## src/rtl/ea_pkg.sv

```systemverilog
package ea_pkg;

    typedef enum logic [2:0] {
        SEG_ES = 3'd0,
        SEG_CS = 3'd1,
        SEG_SS = 3'd2,
        SEG_DS = 3'd3,
        SEG_FS = 3'd4,
        SEG_GS = 3'd5
    } seg_e;

    typedef struct packed {
        logic [1:0] md;
        logic [2:0] rg;
        logic [2:0] rm;
    } modrm_t;

    typedef struct packed {
        logic [1:0] scale;
        logic [2:0] index;
        logic [2:0] base;
    } sib_t;

    typedef enum logic [1:0] {
        ST_MODRM,
        ST_SIB,
        ST_DISP,
        ST_EMIT
    } col_state_e;

    localparam logic [2:0] GR_SP = 3'd4;
    localparam logic [2:0] GR_BP = 3'd5;
    localparam logic [2:0] GR_BX = 3'd3;
    localparam logic [2:0] GR_SI = 3'd6;
    localparam logic [2:0] GR_DI = 3'd7;

    // Number of displacement bytes that follow, given the address form.
    function automatic logic [2:0] disp_bytes(input logic a32, input logic [1:0] md,
                                              input logic [2:0] rm, input logic [2:0] sbase);
        if (md == 2'b11) return 3'd0;
        if (md == 2'b01) return 3'd1;
        if (!a32) return (md == 2'b10 || rm == 3'd6) ? 3'd2 : 3'd0;
        if (md == 2'b10) return 3'd4;
        if (rm == 3'd5) return 3'd4;
        if (rm == 3'd4 && sbase == 3'd5) return 3'd4;
        return 3'd0;
    endfunction

    // Sign-extend the collected displacement according to its length.
    function automatic logic [31:0] sext_disp(input logic [31:0] d, input logic [2:0] len);
        case (len)
            3'd1:    return {{24{d[7]}}, d[7:0]};
            3'd2:    return {{16{d[15]}}, d[15:0]};
            default: return d;
        endcase
    endfunction

endpackage

```

## src/rtl/ea_collect.sv

```systemverilog
module ea_collect
    import ea_pkg::*;
#(
    parameter int DISP_MAX = 4
) (
    input  logic                    clk,
    input  logic                    rst,
    input  logic                    in_valid,
    input  logic [7:0]              in_data,
    output logic                    in_ready,
    input  logic                    addr32,
    output logic                    emit,
    output logic                    a32_q,
    output modrm_t                  modrm_q,
    output sib_t                    sib_q,
    output logic                    has_sib_q,
    output logic [2:0]              disp_len_q,
    output logic [8*DISP_MAX-1:0]   disp_q
);
    localparam int IDX_W = $clog2(DISP_MAX);

    col_state_e       state;
    logic [IDX_W-1:0] disp_idx;
    logic [2:0]       disp_left;
    modrm_t           m_in;
    logic             sib_next;
    logic [2:0]       n_first;
    logic [2:0]       n_sib;

    assign m_in     = modrm_t'(in_data);
    assign sib_next = addr32 && (m_in.md != 2'b11) && (m_in.rm == 3'd4);
    assign n_first  = disp_bytes(addr32, m_in.md, m_in.rm, 3'd0);
    assign n_sib    = disp_bytes(a32_q, modrm_q.md, modrm_q.rm, in_data[2:0]);
    assign in_ready = (state != ST_EMIT);
    assign emit     = (state == ST_EMIT);

    always_ff @(posedge clk) begin
        if (rst) begin
            state      <= ST_MODRM;
            a32_q      <= 1'b0;
            modrm_q    <= '0;
            sib_q      <= '0;
            has_sib_q  <= 1'b0;
            disp_len_q <= '0;
            disp_q     <= '0;
            disp_idx   <= '0;
            disp_left  <= '0;
        end else begin
            case (state)
                ST_MODRM: if (in_valid) begin
                    modrm_q    <= m_in;
                    a32_q      <= addr32;
                    sib_q      <= '0;
                    disp_q     <= '0;
                    disp_idx   <= '0;
                    has_sib_q  <= sib_next;
                    disp_len_q <= n_first;
                    disp_left  <= n_first;
                    if (m_in.md == 2'b11)  state <= ST_EMIT;
                    else if (sib_next)     state <= ST_SIB;
                    else if (n_first == 0) state <= ST_EMIT;
                    else                   state <= ST_DISP;
                end
                ST_SIB: if (in_valid) begin
                    sib_q      <= sib_t'(in_data);
                    disp_len_q <= n_sib;
                    disp_left  <= n_sib;
                    state      <= (n_sib == 0) ? ST_EMIT : ST_DISP;
                end
                ST_DISP: if (in_valid) begin
                    disp_q[{disp_idx, 3'b000} +: 8] <= in_data;
                    disp_idx  <= disp_idx + 1'b1;
                    disp_left <= disp_left - 3'd1;
                    if (disp_left == 3'd1) state <= ST_EMIT;
                end
                default: state <= ST_MODRM;
            endcase
        end
    end
endmodule

```

## src/rtl/ea_offset.sv

```systemverilog
module ea_offset
    import ea_pkg::*;
#(
    parameter int GPR_N = 8,
    parameter int REG_W = 32
) (
    input  logic                        a32,
    input  logic [1:0]                  md,
    input  logic [2:0]                  rm,
    input  sib_t                        sib,
    input  logic                        has_sib,
    input  logic [2:0]                  disp_len,
    input  logic [REG_W-1:0]            disp,
    input  logic [GPR_N-1:0][REG_W-1:0] gpr,
    output logic [REG_W-1:0]            offset,
    output logic                        use_ss
);
    logic [REG_W-1:0] d_ext;
    logic [15:0]      b16, i16, sum16;
    logic [REG_W-1:0] base_t, idx_t;

    assign d_ext = sext_disp(disp, disp_len);

    always_comb begin
        b16    = '0;
        i16    = '0;
        base_t = '0;
        idx_t  = '0;
        use_ss = 1'b0;
        case (rm)
            3'd0: begin b16 = gpr[GR_BX][15:0]; i16 = gpr[GR_SI][15:0]; end
            3'd1: begin b16 = gpr[GR_BX][15:0]; i16 = gpr[GR_DI][15:0]; end
            3'd2: begin b16 = gpr[GR_BP][15:0]; i16 = gpr[GR_SI][15:0]; end
            3'd3: begin b16 = gpr[GR_BP][15:0]; i16 = gpr[GR_DI][15:0]; end
            3'd4: b16 = gpr[GR_SI][15:0];
            3'd5: b16 = gpr[GR_DI][15:0];
            3'd6: b16 = (md == 2'b00) ? 16'h0 : gpr[GR_BP][15:0];
            default: b16 = gpr[GR_BX][15:0];
        endcase
        sum16 = b16 + i16 + d_ext[15:0];
        if (!a32) begin
            offset = {{(REG_W-16){1'b0}}, sum16};
            use_ss = (rm == 3'd2) || (rm == 3'd3) || (rm == 3'd6 && md != 2'b00);
        end else begin
            if (has_sib) begin
                base_t = (sib.base == GR_BP && md == 2'b00) ? '0 : gpr[sib.base];
                idx_t  = (sib.index == GR_SP) ? '0 : (gpr[sib.index] << sib.scale);
                use_ss = (sib.base == GR_SP) || (sib.base == GR_BP && md != 2'b00);
            end else begin
                base_t = (rm == GR_BP && md == 2'b00) ? '0 : gpr[rm];
                use_ss = (rm == GR_BP) && (md != 2'b00);
            end
            offset = base_t + idx_t + d_ext;
        end
    end
endmodule

```

## src/rtl/ea_seg_resolve.sv

```systemverilog
module ea_seg_resolve
    import ea_pkg::*;
#(
    parameter int SEG_N = 6,
    parameter int SEG_W = 16
) (
    input  logic                        use_ss,
    input  logic [SEG_N-1:0]            ovr,
    input  logic [SEG_N-1:0][SEG_W-1:0] segs,
    output logic [2:0]                  sel,
    output logic [SEG_W-1:0]            base,
    output logic                        multi
);
    localparam int CNT_W = $clog2(SEG_N + 1);

    logic [CNT_W-1:0] n_set;
    logic [2:0]       ovr_code;

    always_comb begin
        n_set    = '0;
        ovr_code = 3'd0;
        for (int i = 0; i < SEG_N; i++) begin
            if (ovr[i]) begin
                n_set    = n_set + 1'b1;
                ovr_code = 3'(i);
            end
        end
        multi = (n_set > 1);
        if (n_set == 1) sel = ovr_code;
        else            sel = use_ss ? SEG_SS : SEG_DS;
        base = segs[sel];
    end
endmodule

```

## src/rtl/modrm_ea_unit.sv

```systemverilog
module modrm_ea_unit
    import ea_pkg::*;
#(
    parameter int GPR_N = 8,
    parameter int REG_W = 32,
    parameter int SEG_N = 6,
    parameter int SEG_W = 16,
    parameter int PA_W  = 20
) (
    input  logic                   clk,
    input  logic                   rst,
    input  logic                   in_valid,
    input  logic [7:0]             in_data,
    output logic                   in_ready,
    input  logic                   addr32,
    input  logic [GPR_N*REG_W-1:0] gpr_flat,
    input  logic [SEG_N*SEG_W-1:0] seg_flat,
    input  logic [SEG_N-1:0]       seg_ovr,
    output logic                   done,
    output logic [1:0]             mod_o,
    output logic [2:0]             reg_o,
    output logic [2:0]             rm_o,
    output logic                   is_mem,
    output logic [REG_W-1:0]       offset,
    output logic [2:0]             seg_sel,
    output logic [PA_W-1:0]        phys_addr,
    output logic [2:0]             nbytes,
    output logic                   err
);
    localparam int DISP_MAX = REG_W / 8;

    logic [GPR_N-1:0][REG_W-1:0] gpr_arr;
    logic [SEG_N-1:0][SEG_W-1:0] seg_arr;
    logic                        a32_q, has_sib_q;
    modrm_t                      modrm_q;
    sib_t                        sib_q;
    logic [2:0]                  disp_len_q;
    logic [REG_W-1:0]            disp_q;
    logic [REG_W-1:0]            calc_off;
    logic                        use_ss, multi;
    logic [2:0]                  rs_sel;
    logic [SEG_W-1:0]            rs_base;

    assign gpr_arr = gpr_flat;
    assign seg_arr = seg_flat;

    ea_collect #(.DISP_MAX(DISP_MAX)) u_collect (
        .clk(clk), .rst(rst), .in_valid(in_valid), .in_data(in_data),
        .in_ready(in_ready), .addr32(addr32), .emit(done), .a32_q(a32_q),
        .modrm_q(modrm_q), .sib_q(sib_q), .has_sib_q(has_sib_q),
        .disp_len_q(disp_len_q), .disp_q(disp_q)
    );

    ea_offset #(.GPR_N(GPR_N), .REG_W(REG_W)) u_offset (
        .a32(a32_q), .md(modrm_q.md), .rm(modrm_q.rm), .sib(sib_q),
        .has_sib(has_sib_q), .disp_len(disp_len_q), .disp(disp_q),
        .gpr(gpr_arr), .offset(calc_off), .use_ss(use_ss)
    );

    ea_seg_resolve #(.SEG_N(SEG_N), .SEG_W(SEG_W)) u_seg (
        .use_ss(use_ss), .ovr(seg_ovr), .segs(seg_arr),
        .sel(rs_sel), .base(rs_base), .multi(multi)
    );

    assign mod_o   = modrm_q.md;
    assign reg_o   = modrm_q.rg;
    assign rm_o    = modrm_q.rm;
    assign is_mem  = (modrm_q.md != 2'b11);
    assign offset  = is_mem ? calc_off : '0;
    assign seg_sel = is_mem ? rs_sel : SEG_DS;
    assign err     = is_mem && multi;
    assign nbytes  = 3'd1 + {2'b00, has_sib_q} + disp_len_q;

    always_comb begin
        if (is_mem && !multi)
            phys_addr = PA_W'({rs_base, 4'b0000}) + calc_off[PA_W-1:0];
        else
            phys_addr = '0;
    end
endmodule

```

## config.mk

```make
export PLATFORM = sky130hd
export DESIGN_NAME = modrm_ea_unit
export DESIGN_NICKNAME = d
export VERILOG_FILES = /design/src/rtl/ea_pkg.sv /design/src/rtl/ea_collect.sv /design/src/rtl/ea_offset.sv /design/src/rtl/ea_seg_resolve.sv /design/src/rtl/modrm_ea_unit.sv
export SDC_FILE = /design/constraint.sdc
export NUM_CORES = 1
export LEC_CHECK = 0
export BUFFER_PORTS_ARGS = -buffer_cell sky130_fd_sc_hd__buf_2
export CORE_MARGIN = 8
export CORE_UTILIZATION = 50
export CTS_CLUSTER_SIZE = 25
export DETAILED_ROUTE_END_ITERATION = 12
export PLACE_DENSITY = 0.91
export REMOVE_ABC_BUFFERS = 1
export SETUP_SLACK_MARGIN = 0.1
export SYNTH_ARGS = -nofsm -noshare
export SYNTH_HDL_FRONTEND = slang
export SYNTH_SLANG_ARGS = --single-unit
```

## constraint.sdc

```tcl
create_clock -name clk -period 7.9 [get_ports clk]
set_input_delay 1.58 -clock clk [delete_from_list [all_inputs] [get_ports clk]]
set_output_delay 1.58 -clock clk [all_outputs]
set_load 0.05 [all_outputs]
```

==> results.txt, run 1 <==
- Total power for the finished layout comes to 6.95 mW.
* Global route total overflow: 0
- Data on the critical path is required at its endpoint by 6.32 ns.
* Top cells by area, synth: sky130_fd_sc_hd__mux4_2, sky130_fd_sc_hd__mux2i_1, sky130_fd_sc_hd__dfxtp_1
- Number of clock sinks seen by CTS: 60
* Tcrit/Tclk final: 109%
- The later pin in the worst-skew pair is clocked with a latency of 0.33 ns.
- The total count of max-transition violations in the final report came to 0.
- Height of the chip: 193 microns
* Routed Antenna Nets: 0
- Power per standard cell area: 322 nW/um^2
- Setup repair after global routing could not meet its margin everywhere.
- Worst Clk Skew: 0.00696 ns
* Maximum ir drop on the vdd rail: 0.304 mV
- Clock-pin slew was measured on the worst setup and hold paths at 0.05 ns.
- Synthesis produced a netlist whose cell count is 1713.
* TritonCTS clock tree: built
* Critical path peak fanout: 6
* Biggest area consumer among synthesized cells: sky130_fd_sc_hd__mux4_2
* Half-perimeter wire length after placement: 51000 microns
- Summing the areas of all xor and xnor instances in the mapped netlist gives 3.57% of the synthesized area.
- Cell at the root of the clock tree: sky130_fd_sc_hd__clkbuf_16
- For the finished layout, the period the worst path requires is 8.59 ns.
- Endpoints failing hold: 0
- The synthesized design contains 60 register bits.
- Critical path launch point type: input pin
- Wires add up to 66600 microns.
* Core area: 30700 sq um
* Maximum clock path buffer count: 2
- The floorplan step defined a die boundary enclosing 37100 sq um.
* Share of the synthesized area in the top cell type: 27.9%
- Largest delay share family, worst path: compound AO/OA/AOI/OAI gates
- The worst hold path belongs to the class reg2reg.
- Arrival time reported for the critical path endpoint: 7.01 ns
- Worst reg2reg setup slack: 4.80 ns
* Post-synthesis mux area share: 39.5%
- Post-synthesis share of cell area spent on and, or, nand and nor gates: 12.7%
* Layout fillers: 2194
* Most common library cell in the layout ignoring fill and taps: sky130_fd_sc_hd__buf_2
* Routed wire length per instance: 24.0 microns
- In this run the horizontal extent of the chip is 193 microns.
- Maximum level of the CTS H-tree: 3
- Delay of the slowest critical-path stage: 0.32 ns
- Critical Path Sink Type: output port
- Relative max-transition margin: 12.3%
- Pleak: 9.36 nW
* Placer congestion estimate: 0.999
- First-pass GRT wire length: 98000 microns
- Synth-to-layout area growth: 38.6%
- Dominant combinational cell family by area after synthesis: multiplexers
- 440 I/O pins were placed.
* Count of max-cap constraint violations: 0
* Max Clk Rate: 0.116 GHz
* Primary FF master, synth: sky130_fd_sc_hd__dfxtp_1
* Placed Instances: 2695
* Post-synthesis cell area: 15600 sq um
- Ratio of cells with drive above 1 in the final layout: 48.1%
* Share of synthesized registers carrying an async set or reset: 0%
* Number of warnings printed during yosys synthesis: 0
* Synth Area in Compound Gates: 18.2%
* Number of enable flip-flop cells after synthesis: 0
- Area of all sequential standard cells: 1220 sq um
* Portion of the post-synthesis area used by sequential elements: 7.71%
- Before antenna repair, the detailed router went through 6 iterations.
* Number of global-route vias before repair: 18900
- Violations in the final reports: setup timing
* Transition time at the pin with the least slew margin: 1.30 ns
* IO Port Bufs: 439
* Drc violations: 0
* Post-detailed-route via-to-cell ratio: 6.53
- Filler-free cell count of the finished design: 2775
- After floorplanning, the core was divided into 64 placement rows.
- Initial antenna violation count: 22
- Number of buffers created by CTS: 9
- The library cells used most frequently in the layout, excluding fill and tap cells, are sky130_fd_sc_hd__buf_2, sky130_fd_sc_hd__buf_4, sky130_fd_sc_hd__mux4_2, sky130_fd_sc_hd__nor2_1, sky130_fd_sc_hd__nand2_1.
* Largest net degree at the start of global routing: 61
* First DRT Iteration DRCs: 1796
* Gr usage total: 33.2%
- The critical path contains buffers and inverters numbering 8 combined.
* Setup violations, final: 10
* Highest-delay cell along the critical path: sky130_fd_sc_hd__a311oi_2
- In the post-route analysis, the smallest setup slack over all paths is -0.694 ns.
* Result of the run: finished with violations
- After the last flow step, the layout net total stands at 2855.
* Total vias in the final route: 18100
- Unique masters post-synth: 79
- After synthesis, the mean cell area works out to 9.10 sq um.
- The setup path with the least slack is of type in2out.
* Area occupied by multi-input gates: 14100 sq um
- The initial utilization of the core area, before any placement, comes to 50.8%.
- Summing the areas of all fa, ha and maj instances in the mapped netlist gives 12.6% of the synthesized area.
==> metrics by stage <==
stage | hold slack (ns) | instance area (sq um) | setup slack [ns] | TNS [ns] | util (%)
floorplan | 0.473 | 15000 | -4.72 | -164.64 | -
global placement | 0.446 | 20000 | -0.722 | -3.97 | 65.1
detailed placement | 0.451 | 20000 | -0.912 | -6.18 | 65.1
CTS | 0.461 | 20900 | -0.490 | -2.50 | 68.2
global route | 0.486 | 21600 | -0.878 | -6.45 | 70.4
finish | 0.461 | 21600 | -0.694 | -4.05 | 70.4
==> worst register-to-register path, delay by kind of cell, from the launching register on <==
| kind | cells | cell delay (ns) |
|---|---|---|
| simple gates | 3 | 1.67 |
| compound gates | 2 | 0.49 |
| fa+ha+maj | 1 | 0.35 |
| flops | 1 | 0.42 |
| buf+inv | 1 | 0.09 |
==> cell families (layout without fill, tap and decap cells) <==
kind of cell	count (synthesis)	in the layout
simple gates	442	442
fa+ha+maj	127	127
other cells	0	17
xor+xnor	60	60
mux	366	366
buf+inv	226	875
compound gates	432	432
flops	60	60
==> metal layers <==
layer  GRT usage (%)  vias to the layer above  part of all wire (%)
met3            7.54                      368                    11
met2            58.8                     1333                    49
met1            35.8                     8571                    33
met5               0                        -                  0.16
met4            20.2                       16                   6.6
li1                -                     7839                     -
==> layout make-up <==
cell class                 count  area share [%]
antenna                       17           0.197
clock buffer                  14            1.47
clock inverter                 1          0.0406
inverter                      86            1.51
multi-input combinational   1427            65.3
sequential                    60            5.67
tap                          396            2.29
timing repair buffer         774            23.6
==> synth_stat cells (all sizes together), types with 39 or more instances <==
library cell	n
mux4	193
nand2	155
nor2	155
mux2i	144
a21oi	123
clkbuf	88
inv	86
o21ai	79
ha	78
dfxtp	60
buf	52
fa	49
o22ai	41
xnor2	39
==> where the power goes <==
part	internal [mW]	switching, mW
Combinational	2.66	3.47
Clock	0.275	0.132
Sequential	0.335	0.0790
==> path summary, 6_finish.rpt <==
path,from,cells past startpoint,to
max,seg_ovr[1],36,phys_addr[19]
min,u_collect.modrm_q[3]$_SDFFE_PP0P_,2,u_collect.modrm_q[3]$_SDFFE_PP0P_
max reg2reg,u_collect.state[0]$_SDFFE_PP0P_,7,u_collect.disp_q[23]$_SDFFE_PP0P_
min reg2reg,u_collect.modrm_q[3]$_SDFFE_PP0P_,2,u_collect.modrm_q[3]$_SDFFE_PP0P_
==> registers in the layout, indices dropped and copies added (netlist names) <==
signal / cells
u_collect.modrm_q: 8
u_collect.has_sib_q: 1
u_collect.disp_len_q: 3
u_collect.a32_q: 1
u_collect.disp_q: 32
u_collect.disp_idx: 2
u_collect.disp_left: 3
u_collect.state: 2
u_collect.sib_q: 8
==> repair_timing <==
action,in CTS,in global routing
endpoints found under the setup margin,17,26
endpoints found under the hold margin,0,0
hold buffers,0,0
gates resized for setup,95,117
cloned,0,0
buffers inserted,35,20
pin swaps,47,60
(Power assumes the default switching activity.)
==> run 2: changes to the inputs <==
- CORE_UTILIZATION: 50 -> 29
- CTS_CLUSTER_SIZE: 25 -> unset
- PLACE_DENSITY: 0.91 -> 0.62
- TNS_END_PERCENT: unset -> 5
==> results.txt, run 2 (same netlist as run 1, synthesis figures left out) <==
* Top-level port count: 440 (unchanged)
* IO Port Bufs: 439 (unchanged)
* Power per standard cell area: 311 nW/um^2 (-3.4%)
- The pin count of the biggest net entering global routing was 61 (unchanged).
- Synth-to-layout area growth: 41.0%
* Placer congestion estimate: 0.911 (-8.8%)
- Total vias in the final route: 16900 (-6.7%)
* Unrepaired setup endpoints after global routing: yes
* Fraction of power consumed by the clock network: 5.7% (-0.2 points)
- The switching fraction of total power was 52.5% (-0.37 points).
* Clock slew at reported path FFs: 0.05 ns (about the same)
* First-pass GRT wire length: 100000 microns (+2.0%)
* Required time reported for the critical path endpoint: 6.32 ns (about the same)
- The initial antenna violation count was 12 (-45%).
* Number of standard-cell rows in the floorplan: 85 (+33%)
- Transition time at the pin with the least slew margin: 1.25 ns (-0.0486 ns)
* Pleak: 9.43 nW (+0.85%)
- The flow ran to the end, but the final reports show violations.
* Relative max-transition margin: 15.6% (+3.3 points)
- The maximum level of the CTS H-tree is 3 (unchanged).
- Global route total overflow: 0 (unchanged)
- Starting density of the core: 29.1% (-22 points)
* Post-route setup slack: -0.509 ns (+0.185 ns)
* Worst Clk Skew: 0.00614 ns (-0.000824 ns)
* Most frequent cells in the layout: sky130_fd_sc_hd__buf_2, sky130_fd_sc_hd__buf_4, sky130_fd_sc_hd__mux4_2, sky130_fd_sc_hd__nand2_1, sky130_fd_sc_hd__nor2_1
* Register share of total power: 6.0% (about the same)
- The internal power of the cells came to 3.24 mW (-0.98%).
- The deepest clock path buffer count came to 2 (unchanged).
* Endpoints failing hold: 0 (unchanged)
- Number of buffers created by CTS: 9 (unchanged)
* Total power: 6.83 mW (-1.7%)
- Routed wire length per instance: 21.9 microns (-8.7%)
- Count of max-cap constraint violations: 0 (unchanged)
- The switching power came to 3.59 mW (-2.4%).
- The vertical die dimension came to 248 microns (+29%).
- The worst reg-to-reg setup slack came to 4.88 ns (+0.08 ns).
- The die extent in x was 248 microns (+29%).
- Gr usage total: 20.9% (-12 points)
* Layout fillers: 5333 (+140%)
- The remaining antenna violation count after routing is 0 (unchanged).
* Critical path launch point type: input pin
* Post-detailed-route via-to-cell ratio: 5.47 (-16%)
- TritonCTS clock tree: built
- Smallest hold slack: 0.464 ns (+0.00284 ns)
- Clock latency at the later pin of the worst-skew pair: 0.33 ns (about the same)
* Delay of the slowest critical-path stage: 0.49 ns (+0.17 ns)
* Max Clk Rate: 0.119 GHz (+2.2%)
* Maximum ir drop on the vdd rail: 0.359 mV (+18%)
- Proportion of power drawn by combinational gates: 88.3% (about the same)
* Tcrit/Tclk final: 106% (-2.3 points)
* Most flops, register: u_collect.disp_q
* Number of global-route vias before repair: 17600 (-7.0%)
* Placed Instances: 3036 (+13%)
* Violations in the final reports: setup timing
- Die footprint: 61400 sq um (+66%)
- Type of the most critical hold path: reg2reg
- Post-CTS Hold Fix Bufs: 0 (unchanged)
* Cell repeated most along the worst path: sky130_fd_sc_hd__buf_4
* Drc violations: 0 (unchanged)
* Biggest registers after layout: u_collect.disp_q x32, u_collect.modrm_q x8, u_collect.sib_q x8
- The critical path is of the in2out type.
- Critical Path Sink Type: output port
- The flip-flop count of the largest register after layout came to 32 (unchanged).
- Leaving out fill and tap cells, the most frequent cell in the layout is sky130_fd_sc_hd__buf_2.
- The DRC marker count from the first detailed-route iteration was 1142 (-36%).
- Max-slew violations: 0 (unchanged)
- Minimum period implied by the final worst setup slack: 8.41 ns (-0.185 ns)
- The total core area was 53500 sq um (+74%).
- Cell at the root of the clock tree: sky130_fd_sc_hd__clkbuf_16
* Critical path peak fanout: 3 (-3)
- The number of nets in the finished design is 2878 (+0.81%).
- Worst slack after detailed placement: -1.11 ns (-0.203 ns)
- Half-perimeter wire length after placement: 55800 microns (+9.4%)
- The arrival time reported for the critical path endpoint is 6.83 ns (-0.18 ns).
* Ratio of cells with drive above 1 in the final layout: 48.7% (+0.56 points)
* First drt pass iteration count: 5 (-1)
- Setup violations, final: 9 (-1)
* Filler-free cell count of the finished design: 3089 (+11%)
- The slowest stage of the critical path belongs to the cell sky130_fd_sc_hd__mux4_2.
* Number of clock sinks seen by CTS: 60 (unchanged)
* Total wirelength of the detailed-routed design: 67600 microns (+1.6%)
- Final core utilization: 41.1% (-29 points)
-- run 2: changes by cell type in the layout (fill, tap and decap cells not counted), sizes merged --
cell      before  now
clkbuf        16   11
clkinvlp       0    1
diode         17    7
inv           86   88
clkinv         1    3
bufinv         0    1
buf          772  795
-- run 2: power by group through the flow --
stage                     registers (mW)  logic [mW]  clock network (mW)
after detailed placement           0.416        5.34                   0
after CTS                          0.411        5.89               0.398
final                              0.411        6.03               0.390
after global routing               0.420        6.49               0.416
after global placement             0.414        5.27                   0
after floorplan                    0.514        3.34                   0
-- run 2: per-stage QoR --
stage                     instance area, sq um  TNS [ns]
after floorplan                          15000   -164.64
after global placement                   20700     -6.89
after detailed placement                 20700     -8.92
after CTS                                21800     -2.54
after global routing                     22000     -5.77
final                                    22000     -2.68
-- run 2: what timing repair did --
item,CTS,global route
buffers inserted,31,0
endpoints found under the setup margin,22,24
resized for setup,139,26
hold endpoints to repair,0,0
pin swaps,61,14
-- run 2: worst paths after layout --
path                                                         from  cells past startpoint                                 to
worst max-delay path                                 gpr_flat[96]                     30                      phys_addr[19]
worst min-delay path            u_collect.modrm_q[5]$_SDFFE_PP0P_                      2  u_collect.modrm_q[5]$_SDFFE_PP0P_
worst max register to register    u_collect.state[0]$_SDFFE_PP0P_                      7  u_collect.disp_q[22]$_SDFFE_PP0P_
worst min register to register  u_collect.modrm_q[5]$_SDFFE_PP0P_                      2  u_collect.modrm_q[5]$_SDFFE_PP0P_
-- run 2: cell type report --
cell class,count,area [sq um],area share (%)
Multi-Input combinational cell,1427,14100,64.1
Clock inverter,7,75.1,0.342
Clock buffer,9,225,1.03
Timing Repair Buffer,797,5130,23.4
Sequential cell,60,1230,5.60
Inverter,86,328,1.49
Antenna cell,7,17.5,0.0797
Tap cell,696,871,3.96
-- run 2: worst max-delay path, delay by kind of cell --
| kind | cells | cell delay [ns] |
|---|---|---|
| mux | 2 | 0.68 |
| fa+ha+maj | 3 | 1.14 |
| simple gates | 6 | 0.60 |
| compound gates | 11 | 1.66 |
| xor+xnor | 1 | 0.16 |
| buf+inv | 7 | 0.98 |
-- run 2: per-layer routing --
layer,GRT usage (%),vias to the layer above,wire length (microns)
met4,5.96,12,1720
met3,3.14,106,4210
met2,38.4,641,34800
met5,0,-,74
li1,-,7873,-
met1,24.9,8272,26900
